===== src/rtl/dref_pkg.sv =====
package dref_pkg;

    typedef enum logic [3:0] {
        ST_IDLE,
        ST_HROW,
        ST_HCOL,
        ST_HPRE,
        ST_ROR,
        ST_CSET,
        ST_CLOW,
        ST_HRH,
        ST_HRL,
        ST_RPRE
    } dref_state_e;

    localparam logic [1:0] MODE_ROR = 2'd0;
    localparam logic [1:0] MODE_CBR = 2'd1;
    localparam logic [1:0] MODE_HID = 2'd2;

endpackage


===== src/rtl/dref_ctr.sv =====
module dref_ctr #(
    parameter int LIMIT = 1024,
    parameter int W     = (LIMIT > 1) ? $clog2(LIMIT) : 1
) (
    input  logic         clk,
    input  logic         rst_n,
    input  logic         clr,
    input  logic         inc,
    output logic [W-1:0] q
);
    logic at_end;
    assign at_end = (q == W'(LIMIT - 1));

    always_ff @(posedge clk) begin
        if (!rst_n)   q <= '0;
        else if (clr) q <= '0;
        else if (inc) q <= at_end ? '0 : q + 1'b1;
    end
endmodule


===== src/rtl/dref_sched.sv =====
module dref_sched #(
    parameter int CNT_W = 16
) (
    input  logic             clk,
    input  logic             rst_n,
    input  logic [CNT_W-1:0] cfg_interval,
    input  logic [CNT_W-1:0] cfg_max_wait,
    input  logic             start,
    output logic             pend,
    output logic             err
);
    logic [CNT_W-1:0] tmr;
    logic [CNT_W-1:0] wait_cnt;
    logic             tick;

    assign tick = (tmr == cfg_interval - 1'b1);

    always_ff @(posedge clk) begin
        if (!rst_n) begin
            tmr      <= '0;
            pend     <= 1'b0;
            wait_cnt <= '0;
            err      <= 1'b0;
        end else begin
            tmr <= tick ? '0 : tmr + 1'b1;
            if (tick)       pend <= 1'b1;
            else if (start) pend <= 1'b0;
            if (!pend || start)       wait_cnt <= '0;
            else if (wait_cnt != '1)  wait_cnt <= wait_cnt + 1'b1;
            if (pend && !start && (wait_cnt >= cfg_max_wait)) err <= 1'b1;
        end
    end
endmodule


===== src/rtl/dref_fsm.sv =====
module dref_fsm
    import dref_pkg::*;
#(
    parameter int T_RAS = 3,
    parameter int T_RP  = 2,
    parameter int T_CSR = 1,
    parameter int ROW_W = 10
) (
    input  logic             clk,
    input  logic             rst_n,
    input  logic [1:0]       cfg_mode,
    input  logic             cfg_burst,
    input  logic             host_req,
    input  logic             host_we,
    input  logic [ROW_W-1:0] host_row,
    input  logic [ROW_W-1:0] host_col,
    input  logic             pend,
    input  logic [ROW_W-1:0] row_q,
    input  logic             bcnt_last,
    output logic             host_gnt,
    output logic             ref_start,
    output logic             row_inc,
    output logic             bcnt_inc,
    output logic             burst_done,
    output logic             ref_busy,
    output logic             ras_n,
    output logic             cas_n,
    output logic             we_n,
    output logic [ROW_W-1:0] addr
);
    localparam int PH_W = $clog2(T_RAS + T_RP + T_CSR + 1);

    dref_state_e      state, nxt, start_st;
    logic [PH_W-1:0]  ph_cnt;
    logic             ph_done, ref_end, burst_on, we_l;
    logic [ROW_W-1:0] row_l, col_l;

    function automatic logic [PH_W-1:0] dur(input dref_state_e s);
        case (s)
            ST_HCOL, ST_ROR, ST_CLOW, ST_HRL: dur = PH_W'(T_RAS - 1);
            ST_HPRE, ST_HRH, ST_RPRE:         dur = PH_W'(T_RP - 1);
            ST_CSET:                          dur = PH_W'(T_CSR - 1);
            default:                          dur = '0;
        endcase
    endfunction

    assign ph_done    = (ph_cnt == '0);
    assign start_st   = (cfg_mode == MODE_ROR) ? ST_ROR : ST_CSET;
    assign bcnt_inc   = ref_end && burst_on;
    assign burst_done = ref_end && burst_on && bcnt_last;

    // next state and strobes
    always_comb begin
        nxt       = state;
        host_gnt  = 1'b0;
        ref_start = 1'b0;
        row_inc   = 1'b0;
        ref_end   = 1'b0;
        unique case (state)
            ST_IDLE: begin
                if (pend) begin
                    if (cfg_mode == MODE_HID && host_req && !host_we) begin
                        nxt      = ST_HROW;
                        host_gnt = 1'b1;
                    end else begin
                        nxt       = start_st;
                        ref_start = 1'b1;
                    end
                end else if (host_req) begin
                    nxt      = ST_HROW;
                    host_gnt = 1'b1;
                end
            end
            ST_HROW: if (ph_done) nxt = ST_HCOL;
            ST_HCOL: begin
                if (ph_done) begin
                    if (!we_l && cfg_mode == MODE_HID && pend) begin
                        nxt       = ST_HRH;
                        ref_start = 1'b1;
                    end else begin
                        nxt = ST_HPRE;
                    end
                end
            end
            ST_HPRE: if (ph_done) nxt = ST_IDLE;
            ST_ROR: begin
                if (ph_done) begin
                    nxt     = ST_RPRE;
                    row_inc = 1'b1;
                end
            end
            ST_CSET: if (ph_done) nxt = ST_CLOW;
            ST_CLOW: if (ph_done) nxt = ST_RPRE;
            ST_HRH:  if (ph_done) nxt = ST_HRL;
            ST_HRL:  if (ph_done) nxt = ST_RPRE;
            ST_RPRE: begin
                if (ph_done) begin
                    ref_end = 1'b1;
                    nxt     = (burst_on && !bcnt_last) ? start_st : ST_IDLE;
                end
            end
            default: nxt = ST_IDLE;
        endcase
    end

    // state register
    always_ff @(posedge clk) begin
        if (!rst_n) begin
            state    <= ST_IDLE;
            ph_cnt   <= '0;
            burst_on <= 1'b0;
            we_l     <= 1'b0;
            row_l    <= '0;
            col_l    <= '0;
        end else begin
            state <= nxt;
            if (nxt != state) ph_cnt <= dur(nxt);
            else if (!ph_done) ph_cnt <= ph_cnt - 1'b1;
            if (host_gnt) begin
                we_l  <= host_we;
                row_l <= host_row;
                col_l <= host_col;
            end
            if (ref_start)       burst_on <= cfg_burst;
            else if (burst_done) burst_on <= 1'b0;
        end
    end

    // pin outputs
    always_comb begin
        ras_n    = 1'b1;
        cas_n    = 1'b1;
        we_n     = 1'b1;
        addr     = '0;
        ref_busy = 1'b0;
        unique case (state)
            ST_HROW: begin ras_n = 1'b0; addr = row_l; end
            ST_HCOL: begin ras_n = 1'b0; cas_n = 1'b0; we_n = !we_l; addr = col_l; end
            ST_ROR:  begin ras_n = 1'b0; addr = row_q; ref_busy = 1'b1; end
            ST_CSET: begin cas_n = 1'b0; ref_busy = 1'b1; end
            ST_CLOW: begin ras_n = 1'b0; cas_n = 1'b0; ref_busy = 1'b1; end
            ST_HRH:  begin cas_n = 1'b0; ref_busy = 1'b1; end
            ST_HRL:  begin ras_n = 1'b0; cas_n = 1'b0; ref_busy = 1'b1; end
            ST_RPRE: ref_busy = 1'b1;
            default: ;
        endcase
    end
endmodule


===== src/rtl/dram_refresh_ctrl.sv =====
module dram_refresh_ctrl #(
    parameter int ROWS  = 1024,
    parameter int CNT_W = 16,
    parameter int T_RAS = 3,
    parameter int T_RP  = 2,
    parameter int T_CSR = 1,
    parameter int ROW_W = $clog2(ROWS)
) (
    input  logic             clk,
    input  logic             rst_n,
    input  logic [1:0]       cfg_mode,
    input  logic             cfg_burst,
    input  logic [CNT_W-1:0] cfg_interval,
    input  logic [CNT_W-1:0] cfg_max_wait,
    input  logic             host_req,
    input  logic             host_we,
    input  logic [ROW_W-1:0] host_row,
    input  logic [ROW_W-1:0] host_col,
    output logic             host_gnt,
    output logic             dram_ras_n,
    output logic             dram_cas_n,
    output logic             dram_we_n,
    output logic [ROW_W-1:0] dram_addr,
    output logic             ref_busy,
    output logic             burst_done,
    output logic             ref_err
);
    logic             pend, ref_start, row_inc, bcnt_inc, bcnt_last;
    logic [ROW_W-1:0] row_q, bcnt_q;

    assign bcnt_last = (bcnt_q == ROW_W'(ROWS - 1));

    dref_sched #(.CNT_W(CNT_W)) u_sched (
        .clk(clk), .rst_n(rst_n),
        .cfg_interval(cfg_interval), .cfg_max_wait(cfg_max_wait),
        .start(ref_start), .pend(pend), .err(ref_err)
    );

    dref_ctr #(.LIMIT(ROWS), .W(ROW_W)) u_rowc (
        .clk(clk), .rst_n(rst_n), .clr(1'b0), .inc(row_inc), .q(row_q)
    );

    dref_ctr #(.LIMIT(ROWS), .W(ROW_W)) u_bcnt (
        .clk(clk), .rst_n(rst_n), .clr(ref_start), .inc(bcnt_inc), .q(bcnt_q)
    );

    dref_fsm #(.T_RAS(T_RAS), .T_RP(T_RP), .T_CSR(T_CSR), .ROW_W(ROW_W)) u_fsm (
        .clk(clk), .rst_n(rst_n),
        .cfg_mode(cfg_mode), .cfg_burst(cfg_burst),
        .host_req(host_req), .host_we(host_we),
        .host_row(host_row), .host_col(host_col),
        .pend(pend), .row_q(row_q), .bcnt_last(bcnt_last),
        .host_gnt(host_gnt), .ref_start(ref_start), .row_inc(row_inc),
        .bcnt_inc(bcnt_inc), .burst_done(burst_done), .ref_busy(ref_busy),
        .ras_n(dram_ras_n), .cas_n(dram_cas_n), .we_n(dram_we_n), .addr(dram_addr)
    );
endmodule


===== config.mk =====
export PLATFORM = sky130hd
export DESIGN_NAME = dram_refresh_ctrl
export DESIGN_NICKNAME = d
export VERILOG_FILES = /design/src/rtl/dref_pkg.sv /design/src/rtl/dref_ctr.sv /design/src/rtl/dref_sched.sv /design/src/rtl/dref_fsm.sv /design/src/rtl/dram_refresh_ctrl.sv
export SDC_FILE = /design/constraint.sdc
export NUM_CORES = 1
export LEC_CHECK = 0
export ABC_AREA = 1
export BUFFER_PORTS_ARGS = -buffer_cell sky130_fd_sc_hd__buf_2
export CORE_UTILIZATION = 50
export CTS_CLUSTER_DIAMETER = 200
export CTS_CLUSTER_SIZE = 14
export DETAILED_ROUTE_END_ITERATION = 10
export GPL_ROUTABILITY_DRIVEN = 0
export GPL_TIMING_DRIVEN = 0
export PLACE_DENSITY = 0.71
export SKIP_LAST_GASP = 1
export SLEW_MARGIN = 10
export SYNTH_ARGS = -nofsm -noshare
export SYNTH_HDL_FRONTEND = slang
export SYNTH_HIERARCHICAL = 1
export SYNTH_SLANG_ARGS = --single-unit

===== constraint.sdc =====
create_clock -name clk -period 3.1 [get_ports clk]
set_input_delay 0.775 -clock clk [delete_from_list [all_inputs] [get_ports clk]]
set_output_delay 0.775 -clock clk [all_outputs]
set_load 0.01 [all_outputs]

==> results of run 1 <==
==> worst max path at each step <==
stage,from,endpoint,slack [ns],depth (start not counted)
floorplan,cfg_interval[0],u_sched/tmr[10]$_SDFF_PP0_,0.83,14
global route,u_fsm/state[3]$_SDFF_PN0_,dram_addr[7],0.01,8
finish,u_fsm/state[3]$_SDFF_PN0_,dram_addr[2],0.22,8
global placement,cfg_mode[0],host_gnt,0.39,8
detailed placement,cfg_mode[0],host_gnt,0.37,8
CTS,u_fsm/state[3]$_SDFF_PN0_,dram_addr[2],0.20,8
==> where the power goes <==
part	leakage [µW]	internal, µW	switching [µW]
Clock	0.000103	401	419
Sequential	0.000675	1120	28.9
Combinational	0.00226	185	330
==> kinds of logic (layout without fill, tap and decap cells) <==
logic type      Yosys count  after routing  synth area share
compound gates           78             78            0.0733
xor+xnor                 37             37            0.0577
fa+ha+maj                23             23            0.0513
flops                    83             83             0.296
buf+inv                 140            231            0.0981
other cells               1              1          0.000668
simple gates            532            532             0.423
==> worst reg2reg max path, stage by stage (launching register included) <==
cell,delay (ns)
dfxtp_1,0.31
inv_1,0.10
ha_1,0.21
inv_1,0.05
nor2_1,0.31
nand3_1,0.16
o22ai_1,0.34
inv_1,0.09
nand3_1,0.14
clkbuf_1,0.40
o21bai_1,0.19
inv_1,0.05
==> placed cells by master, fill, tap and decap left out, types with 20 or more instances in the layout <==
cell type and n:
ha_1 23, nand4_1 20, o21ai_0 39, dfxtp_1 83, a21oi_1 29, inv_1 122, xor2_1 21, nor2_1 148
nand3_1 58, nand2_1 240, buf_2 82
==> cell type report <==
type / instances / share of cell area
Sequential cell: 83 / 0.261
Inverter: 125 / 0.0736
Clock buffer: 10 / 0.0216
Tap cell: 140 / 0.0275
Multi-Input combinational cell: 671 / 0.534
Clock inverter: 6 / 0.0114
Buffer: 15 / 0.0128
Timing Repair Buffer: 75 / 0.0589
==> layer usage <==
layer | part of all wire | global-route usage | vias to the layer above | wire, µm
met1 | 0.48 | 0.307 | 2438 | 6230
li1 | - | - | 2986 | -
met5 | 0 | 0 | - | 0
met3 | 0.036 | 0.0289 | 12 | 466
met2 | 0.47 | 0.397 | 99 | 6120
met4 | 0.012 | 0.0734 | 0 | 162
==> sequential cells by signal (all words and copies together), names as in the netlist <==
name / flops
u_sched/tmr: 16
u_sched/wait_cnt: 16
u_bcnt/q: 10
u_fsm/col_l: 10
u_fsm/row_l: 10
u_rowc/q: 10
u_fsm/state: 4
u_fsm/ph_cnt: 3
u_fsm/burst_on: 1
u_fsm/we_l: 1
u_sched/err: 1
u_sched/pend: 1
==> stage by stage <==
| step | setup slack, ns | total power (µW) |
|---|---|---|
| floorplan | 0.833 | 1530 |
| global placement | 0.385 | 1680 |
| detailed placement | 0.367 | 1680 |
| CTS | 0.202 | 2510 |
| global route | 0.0141 | 2630 |
| finish | 0.215 | 2480 |
==> flow_metrics.tcl, run 1 <==
set metrics [dict create \
    pwr_density_cell_nw_per_um2 389 \
    coreArea_um2 10900 \
    postPlaceCellArea_um2 6160 \
    setup_violations 0 \
    crit_path_end_kind "output port" \
    drv_slew 0 \
    cts_buffers 9 \
    rows 38 \
    crit_required_ns 2.32 \
    r2r_slack_ns 0.68 \
    cts_tree "built" \
    ctsResizeCount 0 \
    post-dp-hpwl_um 10200 \
    finClkSkew_ns 0.0135 \
    finalInstanceArea_um2 6370 \
    synth_common_cells "nand2_1 (240), nor2_1 (148), inv_1 (122)" \
    drt_iter0_drc 251 \
    outcome "complete, no violations" \
    crit_type "reg2out" \
    yosysMostFrequentCell "nand2_1" \
    vdd_drop_max_mv 0.246 \
    r2r_cells 11 \
    io_pins 76 \
    antenna_found_initial 0 \
    initial_core_util 0.516 \
    post-place-cells 1109 \
    slowest_delay_ns 0.43 \
    cpLargestDelayFamily "buffers and inverters" \
    cp_slowest_cell "clkbuf_1" \
    grt_pass1_wl_um 21600 \
    fin_tns_setup_ns 0 \
    fin_crit_ns 2.88 \
    wl_per_cell_um 11.5 \
    area_growth_pct 13.6 \
    power_leakage_uw 0.00304 \
    rsz0062_at_grt "no" \
    synth_area_leaders "dfxtp_1 (30%), nand2_1 (16%), nor2_1 (9.9%), inv_1 (8.2%), nand3_1 (5.2%)" \
    post_cts_buffers 0 \
    final_cells 1125 \
    max_freq_mhz 347 \
    synthFlopType "dfxtp_1" \
    synth.avg_cell_area_um2 6.28 \
    drt_pass1_iterations 5 \
    hold-worst-slack_ns 0.447 \
    port_buffers 75 \
    drive_above_1_share 0.145 \
    yosys.area.top_type_share 0.296 \
    ant_nets 0 \
    crit_arrival_ns 2.11 \
    min_from "u_sched/err$_SDFFE_PN0P_" \
    viasPerCell 4.92 \
    grtUsageTotal 0.234 \
    num-fill-cells 1112 \
    routed-via-count 5535 \
    worst-path-buf-inv 4 \
    root_buffer "clkbuf_8" \
    cap_violations 0 \
    clkTransAtPathRegs_ns 0.09 \
    synth_edf_count 0 \
    yosysWarningCount 6 \
    cts.hold.buffers_added 0 \
    reg2reg_from "u_fsm/ph_cnt[0]$_SDFFE_PN0P_" \
    synth_cells 894 \
    grt.overflow.total 0 \
    die-area_um2 11700 \
    worst_slew_pin_slew_ns 0.669 \
    finalHoldViolations 0 \
    hold_class "reg2reg" \
    grt_pass1_vias 4839 \
    drcViolationCount 0 \
    yosysSeqAreaShare 0.296 \
    cp_cell_sequence "buf_2 > nor2_2 > nand2_1 > inv_1 > clkbuf_1 > nand2_1 > nand3_1 > buf_2" \
    utilization 0.585 \
    htreeDepth 3 \
    cts.sinks 83 \
    synthDistinctLibCells 35 \
    synth-async-reset-ratio 0 \
    synthesis.area_um2 5610 \
    n_antenna_cell 0 \
    cp_max_fo 10 \
    die-height_um 108 \
    cp-start-kind "flip-flop" \
    multiInputGateArea_um2 3400 \
    fin_nets 1062 \
    synth_top_area_cell "dfxtp_1" \
    seqCellArea_um2 1660 \
    hold_path_end "u_sched/err$_SDFFE_PN0P_" \
    timing.rr.end "u_sched/wait_cnt[15]$_SDFFE_PP0P_" \
    clock_latency_ns 0.37 \
    fin_crit_sh 0.931 \
    synth_nets 976 \
    die_w_um 108 \
    ys_ff_latch 83 \
    grt_max_degree 16 \
    totalWireLength_um 13000 \
    timing.max_slew.rel_slack 0.552 \
    cts.path.max_buffers 2 \
    whs_path_depth 2 \
]
Power figures use the tool's default switching activity.
==> run 2, diff against run 1 <==
CORE_MARGIN = 4   (was default)
==> flow_metrics.tcl, run 2 (same netlist as run 1, synthesis figures left out) <==
set metrics [dict create \
    cpLargestDelayFamily "buffers and inverters" \
    pwr_density_cell_nw_per_um2 422 \
    timing.max_slew.rel_slack 0.526 \
    crit_required_ns 2.32 \
    drv_slew 0 \
    drcViolationCount 0 \
    clock_latency_ns 0.34 \
    clkTransAtPathRegs_ns 0.06 \
    antenna_found_initial 0 \
    post-place-cells 1109 \
    cp_slowest_cell "clkbuf_1" \
    cts_buffers 9 \
    power_leakage_uw 0.00308 \
    viasPerCell 4.86 \
    max_freq_mhz 348 \
    grt_max_degree 14 \
    drt_iter0_drc 284 \
    layout_commonest_cell "nand2_1" \
    totalWireLength_um 13100 \
    rows 38 \
    fin_nets 1062 \
    post_cts_buffers 0 \
    cts.hold.buffers_added 0 \
    crit_type "reg2out" \
    setup_violations 0 \
    coreArea_um2 10900 \
    worst-path-buf-inv 4 \
    finalHoldViolations 0 \
    port_buffers 75 \
    area_growth_pct 15.1 \
    slowest_delay_ns 0.45 \
    grt_pass1_wl_um 22600 \
    die_w_um 114 \
    routed-via-count 5468 \
    fin_crit_ns 2.87 \
    cap_violations 0 \
    grt_pass1_vias 5015 \
    htreeDepth 3 \
    drive_above_1_share 0.143 \
    wl_per_cell_um 11.7 \
    cts.path.max_buffers 2 \
    rsz0062_at_grt "no" \
    ant_nets 0 \
    mostFrequentLayoutCells "nand2_1 (240), nor2_1 (148), inv_1 (122)" \
    cts.sinks 83 \
    num-fill-cells 1111 \
    utilization 0.591 \
    multiInputGateArea_um2 3400 \
    io_pins 76 \
    root_buffer "clkbuf_16" \
    vdd_drop_max_mv 0.417 \
    finClkSkew_ns 0.00567 \
    cp-start-kind "flip-flop" \
    die-height_um 114 \
    grt.overflow.total 0 \
    die-area_um2 13000 \
    cts_tree "built" \
    post-dp-hpwl_um 10300 \
    worst_slew_pin_slew_ns 0.709 \
    crit_path_end_kind "output port" \
    fin_crit_sh 0.927 \
    initial_core_util 0.513 \
    final_cells 1126 \
    largestRegisters "u_sched/tmr (16), u_sched/wait_cnt (16)" \
    ctsResizeCount 0 \
    cp_max_fo 10 \
    fin_tns_setup_ns 0 \
    grtUsageTotal 0.212 \
    cp_cell_sequence "buf_2 > nor2_2 > nand2_1 > inv_1 > clkbuf_1 > nand2_1 > nand3_1 > buf_2" \
    crit_arrival_ns 2.10 \
    drt_pass1_iterations 5 \
    hold_class "reg2reg" \
    outcome "complete, no violations" \
    seqCellArea_um2 1660 \
]
==> run 2: worst paths after layout <==
check | startpoint | endpoint | slack [ns] | cells past startpoint
max | u_fsm/state[3]$_SDFF_PN0_ | dram_addr[2] | 0.23 | 8
min | u_sched/err$_SDFFE_PN0P_ | u_sched/err$_SDFFE_PN0P_ | 0.44 | 2
max reg2reg | u_fsm/ph_cnt[0]$_SDFFE_PN0P_ | u_sched/wait_cnt[15]$_SDFFE_PP0P_ | 0.72 | 11
min reg2reg | u_sched/err$_SDFFE_PN0P_ | u_sched/err$_SDFFE_PN0P_ | 0.44 | 2
==> run 2: layout make-up <==
class,instances,share of cell area
multi-input cells,671,0.526
flip-flops and latches,83,0.257
inverters,125,0.0726
repair buffers,75,0.0581
clock buffers,12,0.0381
well taps,140,0.0271
plain buffers,15,0.0126
clock inverters,4,0.00774
diodes,1,0.000387
==> run 2: power by group <==
group | internal [µW] | switching (µW) | leakage, µW | total, µW
clock | 645 | 422 | 0.000139 | 1070
combinational | 185 | 329 | 0.00226 | 514
sequential | 1120 | 27.2 | 0.000675 | 1150
total | 1950 | 778 | 0.00308 | 2730
==> run 2: stage by stage <==
step | cell area (µm²) | hold WS (ns) | total power (µW) | setup WS, ns
3_5_place_dp | 6160 | 0.431 | 1680 | 0.383
5_1_grt | 6460 | 0.467 | 2890 | 0.0206
6_report | 6460 | 0.439 | 2730 | 0.226
4_1_cts | 6460 | 0.441 | 2760 | 0.214
3_3_place_gp | 6160 | 0.428 | 1680 | 0.387
2_1_floorplan | 5610 | 0.441 | 1530 | 0.833
==> run 2: tightest hold or removal path: stages, from the launching register on <==
cell,delay [ns]
dfxtp_1,0.31
nand2_1,0.05
nand2_1,0.04
==> run 2: per-layer routing <==
metal	vias up	routed length, µm	track usage
met1	2377	6350	0.283
li1	2976	-	-
met3	20	534	0.0477
met4	0	212	0.0625
met5	-	0	0
met2	95	6040	0.344
